File: src/rtl/hop_inport_pkg.sv
package hop_inport_pkg;

  // Where a forwarded flit was taken from.
  typedef enum logic {
    SRC_LATCH = 1'b0,
    SRC_BUF   = 1'b1
  } fwd_src_e;

  // On/off decision: keep the line on only while more slots are free than
  // the number of flits that may still land after the line is sampled.
  function automatic logic space_ok(input int unsigned free_slots,
                                    input int unsigned slack);
    return free_slots > slack;
  endfunction

endpackage

File: src/rtl/hop_latch.sv
module hop_latch #(
  parameter int FW = 10
) (
  input  logic          clk,
  input  logic          rst_n,
  input  logic          in_valid,
  input  logic [FW-1:0] in_flit,
  output logic          lat_v,
  output logic [FW-1:0] lat_f
);

  logic          lat_v_d;
  logic [FW-1:0] lat_f_d;

  always_comb begin
    lat_v_d = in_valid;
    lat_f_d = lat_f;
    if (in_valid) lat_f_d = in_flit;
  end

  always_ff @(posedge clk or negedge rst_n) begin
    if (!rst_n) begin
      lat_v <= 1'b0;
      lat_f <= '0;
    end else begin
      lat_v <= lat_v_d;
      lat_f <= lat_f_d;
    end
  end

endmodule

File: src/rtl/hop_fifo.sv
module hop_fifo #(
  parameter int FW    = 10,
  parameter int DEPTH = 4,
  localparam int AW   = (DEPTH > 1) ? $clog2(DEPTH) : 1,
  localparam int CW   = $clog2(DEPTH + 1)
) (
  input  logic          clk,
  input  logic          rst_n,
  input  logic          wr_en,
  input  logic [FW-1:0] wr_flit,
  input  logic          rd_en,
  output logic [FW-1:0] head_flit,
  output logic          empty,
  output logic          full,
  output logic [CW-1:0] count_next
);

  logic [FW-1:0] mem [DEPTH];
  logic [AW-1:0] wr_ptr, wr_ptr_d;
  logic [AW-1:0] rd_ptr, rd_ptr_d;
  logic [CW-1:0] count;

  function automatic logic [AW-1:0] ptr_inc(input logic [AW-1:0] p);
    return (p == AW'(DEPTH - 1)) ? '0 : p + AW'(1);
  endfunction

  assign empty     = (count == '0);
  assign full      = (count == CW'(DEPTH));
  assign head_flit = mem[rd_ptr];

  always_comb begin
    wr_ptr_d   = wr_en ? ptr_inc(wr_ptr) : wr_ptr;
    rd_ptr_d   = rd_en ? ptr_inc(rd_ptr) : rd_ptr;
    count_next = count + CW'(wr_en) - CW'(rd_en);
  end

  always_ff @(posedge clk or negedge rst_n) begin
    if (!rst_n) begin
      wr_ptr <= '0;
      rd_ptr <= '0;
      count  <= '0;
    end else begin
      wr_ptr <= wr_ptr_d;
      rd_ptr <= rd_ptr_d;
      count  <= count_next;
    end
  end

  // Storage carries no reset; only the pointers define validity.
  always_ff @(posedge clk) begin
    if (wr_en) mem[wr_ptr] <= wr_flit;
  end

  assert_no_overflow_R7 : assert property (
    @(posedge clk) disable iff (!rst_n) (wr_en && full) |-> rd_en)
    else $error("buffer written while full");

  assert_no_underflow_R3 : assert property (
    @(posedge clk) disable iff (!rst_n) rd_en |-> !empty)
    else $error("buffer read while empty");

endmodule

File: src/rtl/hop_steer.sv
module hop_steer
  import hop_inport_pkg::*;
#(
  parameter int DW = 8,
  localparam int FW = DW + 2
) (
  input  logic          clk,
  input  logic          rst_n,
  input  logic          lat_v,
  input  logic [FW-1:0] lat_f,
  input  logic          buf_empty,
  input  logic [FW-1:0] head_f,
  input  logic          seg_ready,
  input  logic          dn_on,
  input  logic          loc_ready,
  output logic          wr_en,
  output logic          rd_en,
  output logic          fwd_valid,
  output logic [FW-1:0] fwd_flit,
  output fwd_src_e      fwd_src,
  output logic          loc_valid,
  output logic [FW-1:0] loc_flit
);

  localparam int HERE_BIT = DW + 1;

  logic path_open;
  logic head_here, lat_here;
  logic head_go, bypass;

  always_comb begin
    path_open = seg_ready && dn_on;
    head_here = head_f[HERE_BIT];
    lat_here  = lat_f[HERE_BIT];

    // Buffer head first: keeps order and serves both output kinds.
    head_go = !buf_empty && (head_here ? loc_ready : path_open);
    // Latch skips the buffer only with nothing older waiting.
    bypass  = lat_v && buf_empty && !lat_here && path_open;

    wr_en = lat_v && !bypass;
    rd_en = head_go;

    fwd_valid = bypass || (head_go && !head_here);
    fwd_flit  = bypass ? lat_f : head_f;
    fwd_src   = bypass ? SRC_LATCH : SRC_BUF;
    loc_valid = head_go && head_here;
    loc_flit  = head_f;
  end

  assert_single_output_R9 : assert property (
    @(posedge clk) disable iff (!rst_n) !(fwd_valid && loc_valid))
    else $error("two outputs in one cycle");

  assert_fwd_gated_R4 : assert property (
    @(posedge clk) disable iff (!rst_n) fwd_valid |-> (dn_on && seg_ready))
    else $error("forward without permission");

  assert_latch_consumed_R2 : assert property (
    @(posedge clk) disable iff (!rst_n)
      lat_v |-> (wr_en || (fwd_valid && fwd_src == SRC_LATCH)))
    else $error("latched flit dropped");

  assert_order_kept_R6 : assert property (
    @(posedge clk) disable iff (!rst_n)
      (!buf_empty && fwd_valid) |-> (fwd_src == SRC_BUF))
    else $error("latch overtook buffer");

endmodule

File: src/rtl/hop_onoff.sv
module hop_onoff
  import hop_inport_pkg::*;
#(
  parameter int DEPTH = 4,
  parameter int SLACK = 1,
  localparam int CW   = $clog2(DEPTH + 1)
) (
  input  logic          clk,
  input  logic          rst_n,
  input  logic [CW-1:0] count_next,
  output logic          up_on
);

  logic up_on_d;

  always_comb begin
    up_on_d = space_ok(DEPTH - int'(count_next), SLACK);
  end

  always_ff @(posedge clk or negedge rst_n) begin
    if (!rst_n) up_on <= 1'b1;
    else        up_on <= up_on_d;
  end

endmodule

File: src/rtl/hop_inport.sv
module hop_inport
  import hop_inport_pkg::*;
#(
  parameter int DW    = 8,
  parameter int DEPTH = 4
) (
  input  logic          clk,
  input  logic          rst_n,
  input  logic          in_valid,
  input  logic [DW-1:0] in_data,
  input  logic          in_last,
  input  logic          in_here,
  input  logic          seg_ready,
  input  logic          dn_on,
  input  logic          loc_ready,
  output logic          up_on,
  output logic          fwd_valid,
  output logic [DW-1:0] fwd_data,
  output logic          fwd_last,
  output logic          fwd_from_buf,
  output logic          loc_valid,
  output logic [DW-1:0] loc_data,
  output logic          loc_last
);

  localparam int FW    = DW + 2;
  localparam int CW    = $clog2(DEPTH + 1);
  // One flit can still sit in the latch once upstream sees the line drop.
  localparam int SLACK = 1;

  logic          lat_v;
  logic [FW-1:0] lat_f;
  logic [FW-1:0] head_f, fwd_flit, loc_flit;
  logic          buf_empty, buf_full;
  logic          wr_en, rd_en;
  logic [CW-1:0] count_next;
  fwd_src_e      fwd_src;

  hop_latch #(.FW(FW)) u_latch (
    .clk      (clk),
    .rst_n    (rst_n),
    .in_valid (in_valid),
    .in_flit  ({in_here, in_last, in_data}),
    .lat_v    (lat_v),
    .lat_f    (lat_f)
  );

  hop_fifo #(.FW(FW), .DEPTH(DEPTH)) u_fifo (
    .clk        (clk),
    .rst_n      (rst_n),
    .wr_en      (wr_en),
    .wr_flit    (lat_f),
    .rd_en      (rd_en),
    .head_flit  (head_f),
    .empty      (buf_empty),
    .full       (buf_full),
    .count_next (count_next)
  );

  hop_steer #(.DW(DW)) u_steer (
    .clk       (clk),
    .rst_n     (rst_n),
    .lat_v     (lat_v),
    .lat_f     (lat_f),
    .buf_empty (buf_empty),
    .head_f    (head_f),
    .seg_ready (seg_ready),
    .dn_on     (dn_on),
    .loc_ready (loc_ready),
    .wr_en     (wr_en),
    .rd_en     (rd_en),
    .fwd_valid (fwd_valid),
    .fwd_flit  (fwd_flit),
    .fwd_src   (fwd_src),
    .loc_valid (loc_valid),
    .loc_flit  (loc_flit)
  );

  hop_onoff #(.DEPTH(DEPTH), .SLACK(SLACK)) u_onoff (
    .clk        (clk),
    .rst_n      (rst_n),
    .count_next (count_next),
    .up_on      (up_on)
  );

  assign fwd_data     = fwd_flit[DW-1:0];
  assign fwd_last     = fwd_flit[DW];
  assign fwd_from_buf = (fwd_src == SRC_BUF);
  assign loc_data     = loc_flit[DW-1:0];
  assign loc_last     = loc_flit[DW];

  assert_full_means_off_R7 : assert property (
    @(posedge clk) disable iff (!rst_n) buf_full |-> !up_on)
    else $error("upstream line on with full buffer");

  assert_dest_not_forwarded_R5 : assert property (
    @(posedge clk) disable iff (!rst_n)
      (fwd_valid && fwd_src == SRC_BUF) |-> !head_f[DW+1])
    else $error("destination flit forwarded");

endmodule

File: config.mk
export PLATFORM = sky130hd
export DESIGN_NAME = hop_inport
export DESIGN_NICKNAME = d
export VERILOG_FILES = /design/src/rtl/hop_inport_pkg.sv /design/src/rtl/hop_latch.sv /design/src/rtl/hop_fifo.sv /design/src/rtl/hop_steer.sv /design/src/rtl/hop_onoff.sv /design/src/rtl/hop_inport.sv
export SDC_FILE = /design/constraint.sdc
export NUM_CORES = 1
export LEC_CHECK = 0
export ABC_AREA = 1
export BUFFER_PORTS_ARGS = -buffer_cell sky130_fd_sc_hd__buf_2
export CELL_PAD_IN_SITES_DETAIL_PLACEMENT = 1
export CELL_PAD_IN_SITES_GLOBAL_PLACEMENT = 1
export CORE_MARGIN = 2
export CORE_UTILIZATION = 41
export CTS_CLUSTER_DIAMETER = 40
export CTS_CLUSTER_SIZE = 28
export DETAILED_ROUTE_END_ITERATION = 16
export PLACE_DENSITY = 0.83
export SLEW_MARGIN = 10
export SYNTH_ARGS = -nofsm -noshare
export SYNTH_HDL_FRONTEND = slang
export SYNTH_SLANG_ARGS = --single-unit
File: constraint.sdc
create_clock -name clk -period 2.23 [get_ports clk]
set_input_delay 0.5575 -clock clk [delete_from_list [all_inputs] [get_ports clk]]
set_output_delay 0.5575 -clock clk [all_outputs]
set_load 0.1 [all_outputs]
==> metrics <==
status complete, but fails checks; failing checks negative setup slack; Setup Viol. Count Final 17; main combinational cell family by area after synthesis compound AO/OA/AOI/OAI gates; cell count along the critical path 15; fmax just over 400 MHz; cell at the slowest stage of the critical path fa_2; Placed Area 3547 sq um; Worst-Margin Slew about 500 ps; Worst-Skew Late Latency 350 ps; crit path kind reg -> reg; Place WS -182.8 ps; RR Endpoint u_onoff.up_on; worst path cell trace inv_4, nand2_4, nand3_4, nand2_4, nand2_2, nand3_2, inv_2, ha_4, inv_2, ha_4, inv_2, fa_2, inv_2, o21ai_1, o21ai_1; mapped cell area 2683 sq um; CP arrival roughly 2700 ps; GRT Total Usage 21.68%; Core Box Area 6350 sq um; reg2reg path depth 15; final max-slew violation count 0; M3 GR Usage roughly 4.3%; Synth Instances 229; Final WS setup -196.6 ps; most used routing layer met2; sequential fraction of the synthesis area a little over three fifths; Fin Setup TNS -1605 ps; via/cell ratio 5.304; initial core utilization 42.25%; unrepaired setup endpoints after global routing yes; final hold violations 0; Post-Synth Adder-Cell Area 4.011%; DRC viols 0; Final Cell Area ~4000 sq um; first-pass GRT wire length 11.50 mm; met1 usage 24.58%; Max-cap violations 0; TritonCTS Buffers 9; routability cong. roughly 0.77; IO Port Bufs 37; final wirelength 8.223 mm; delay-heaviest family, CP adder cells; Worst setup SP type flip-flop; Critical Path Start u_fifo.rd_ptr[0]; CTS max path bufs 2; Top Ports 38; H-tree depth 3; final global-route overflow total 0; CP bufs+invs 5; crit-path max FO 5; largest stage delay on the critical path 600 ps; Synth Area in XOR/XNOR 0.3265%; yosys warns 0; Final ANT Viol Nets 0; worst setup path endpoint u_onoff.up_on; ant diodes 0; Post-synth EDFFs 40; Setup crit end kind flip-flop; area delta synth->final 46.22%; CTS sink cnt 59; ys async rst share 32.20%; setup slack, reg-to-reg -200 ps; min Tclk post-route 2427 ps; post-synthesis cell type count 26; Fill cells 617; Die Ht around 85 microns; initial antenna violation count 0; DRT iter0 DRCs ~130; met2 Usage GRT 38.01%; Post-Synth Simple-Gate Area 12.87%; root buffer cell clkbuf_8; DR vias 2026; vias in the first global route 2221; period utilization 108.8%; HPWL after detailed placement 4.841 mm; nets 324; CP dominant cell by count inv_2; Die ar. around 7000 sq um; # hold bufs at CTS 0; most common cell after layout, fill and taps aside edfxtp_1; layout cell share with drive strength beyond 1 50.16%; row count 29; area fraction in compound gates after synthesis 14.18%; Main synth FF type edfxtp_1; r2r startpoint u_fifo.rd_ptr[0]; CTS tree done; average size of a mapped cell 11.71 sq um; Final Skew 10.37 ps; Hold Path Class in -> async; slew margin rel. ~67%; Pre-Repair DR Iteration Count 4; Die Wd 84.89 microns; post-synthesis mux area share 0%; largest net degree at the start of global routing 22; FF+latch count, synth 59; drt wl/cell between 20 and 25 microns; syn nets 253; CTS clk-pin slew, worst paths 70 ps; Critical Path RT 2500 ps; most frequent cells in the layout edfxtp_1, buf_4, nor2_1
-- cell usage after synthesis (2+ instances only) --
master / instances / area share (%)
buf_2: 4 / 0.75
clkbuf_1: 2 / 0.28
dfrtp_1: 18 / 17
edfxtp_1: 40 / 45
ha_1: 7 / 3.3
inv_1: 25 / 3.5
inv_2: 4 / 0.56
nand2_1: 34 / 4.8
nand2_2: 5 / 1.2
nand3_2: 3 / 1.1
nand4_1: 4 / 0.93
nor2_1: 24 / 3.4
o21ai_0: 10 / 1.9
o21ai_1: 12 / 2.2
o21ai_2: 18 / 5.9
o22ai_2: 9 / 4.2
-- per-stage QoR --
| step | hold slack [ps] | util (%) | instances |
|---|---|---|---|
| global placement | 491.9 | 55.86 | 355 |
| finish | 163.8 | 61.77 | 382 |
| CTS | 170.1 | 59.78 | 375 |
| global route | 181.3 | 61.77 | 382 |
| floorplan | 261.9 | - | 229 |
| detailed placement | 503.3 | 55.86 | 355 |
-- logic make-up after synthesis --
kind of cell,Yosys count
simple gates,74
flops,59
compound gates,49
buf+inv,38
fa+ha+maj,8
xor+xnor,1
-- flip-flops by register name, indices dropped and copies added (netlist names) --
register and count:
u_fifo.count 3, u_fifo.mem 40, u_fifo.rd_ptr 2, u_fifo.wr_ptr 2
u_latch.lat_f 10, u_latch.lat_v 1, u_onoff.up_on 1
-- how the worst min path moves through the flow --
stage                            end  slack [ps]        startpoint  depth (start not counted)
finish              u_latch.lat_f[9]         160             rst_n                          1
global route        u_latch.lat_f[2]         180             rst_n                          1
CTS                 u_latch.lat_f[5]         170             rst_n                          1
detailed placement  u_fifo.mem[3][6]         500  u_latch.lat_f[6]                          0
global placement    u_fifo.mem[2][7]         490  u_latch.lat_f[7]                          0
floorplan            u_fifo.count[0]         260             rst_n                          0
-- repair_timing --
action,CTS,global route
pin swaps,3,8
resized for setup,14,21
setup buffers,4,8
setup endpoints to repair,13,18
-- layout make-up --
cell class,instances,area (sq um),area share (%)
flip-flops and latches,59,1680,42.84
multi-input cells,132,1106,28.20
clock buffers,10,137.6,3.509
inverters,29,111.4,2.839
well taps,77,96.34,2.456
clock inverters,6,31.28,0.7974
repair buffers,69,759.5,19.36
-- routing by layer --
| layer | up-vias | wire length (microns) | part of all wire (%) |
|---|---|---|---|
| li1 | 919 | - | - |
| met3 | 23 | 329 | 4.0 |
| met4 | 0 | 292 | 3.6 |
| met1 | 1011 | 3125 | 38 |
| met5 | - | 0 | 0 |
| met2 | 73 | 4475 | 54 |
Power is not shown: default switching activity piles up to over one toggle a cycle in this logic, so the estimate is an artifact.
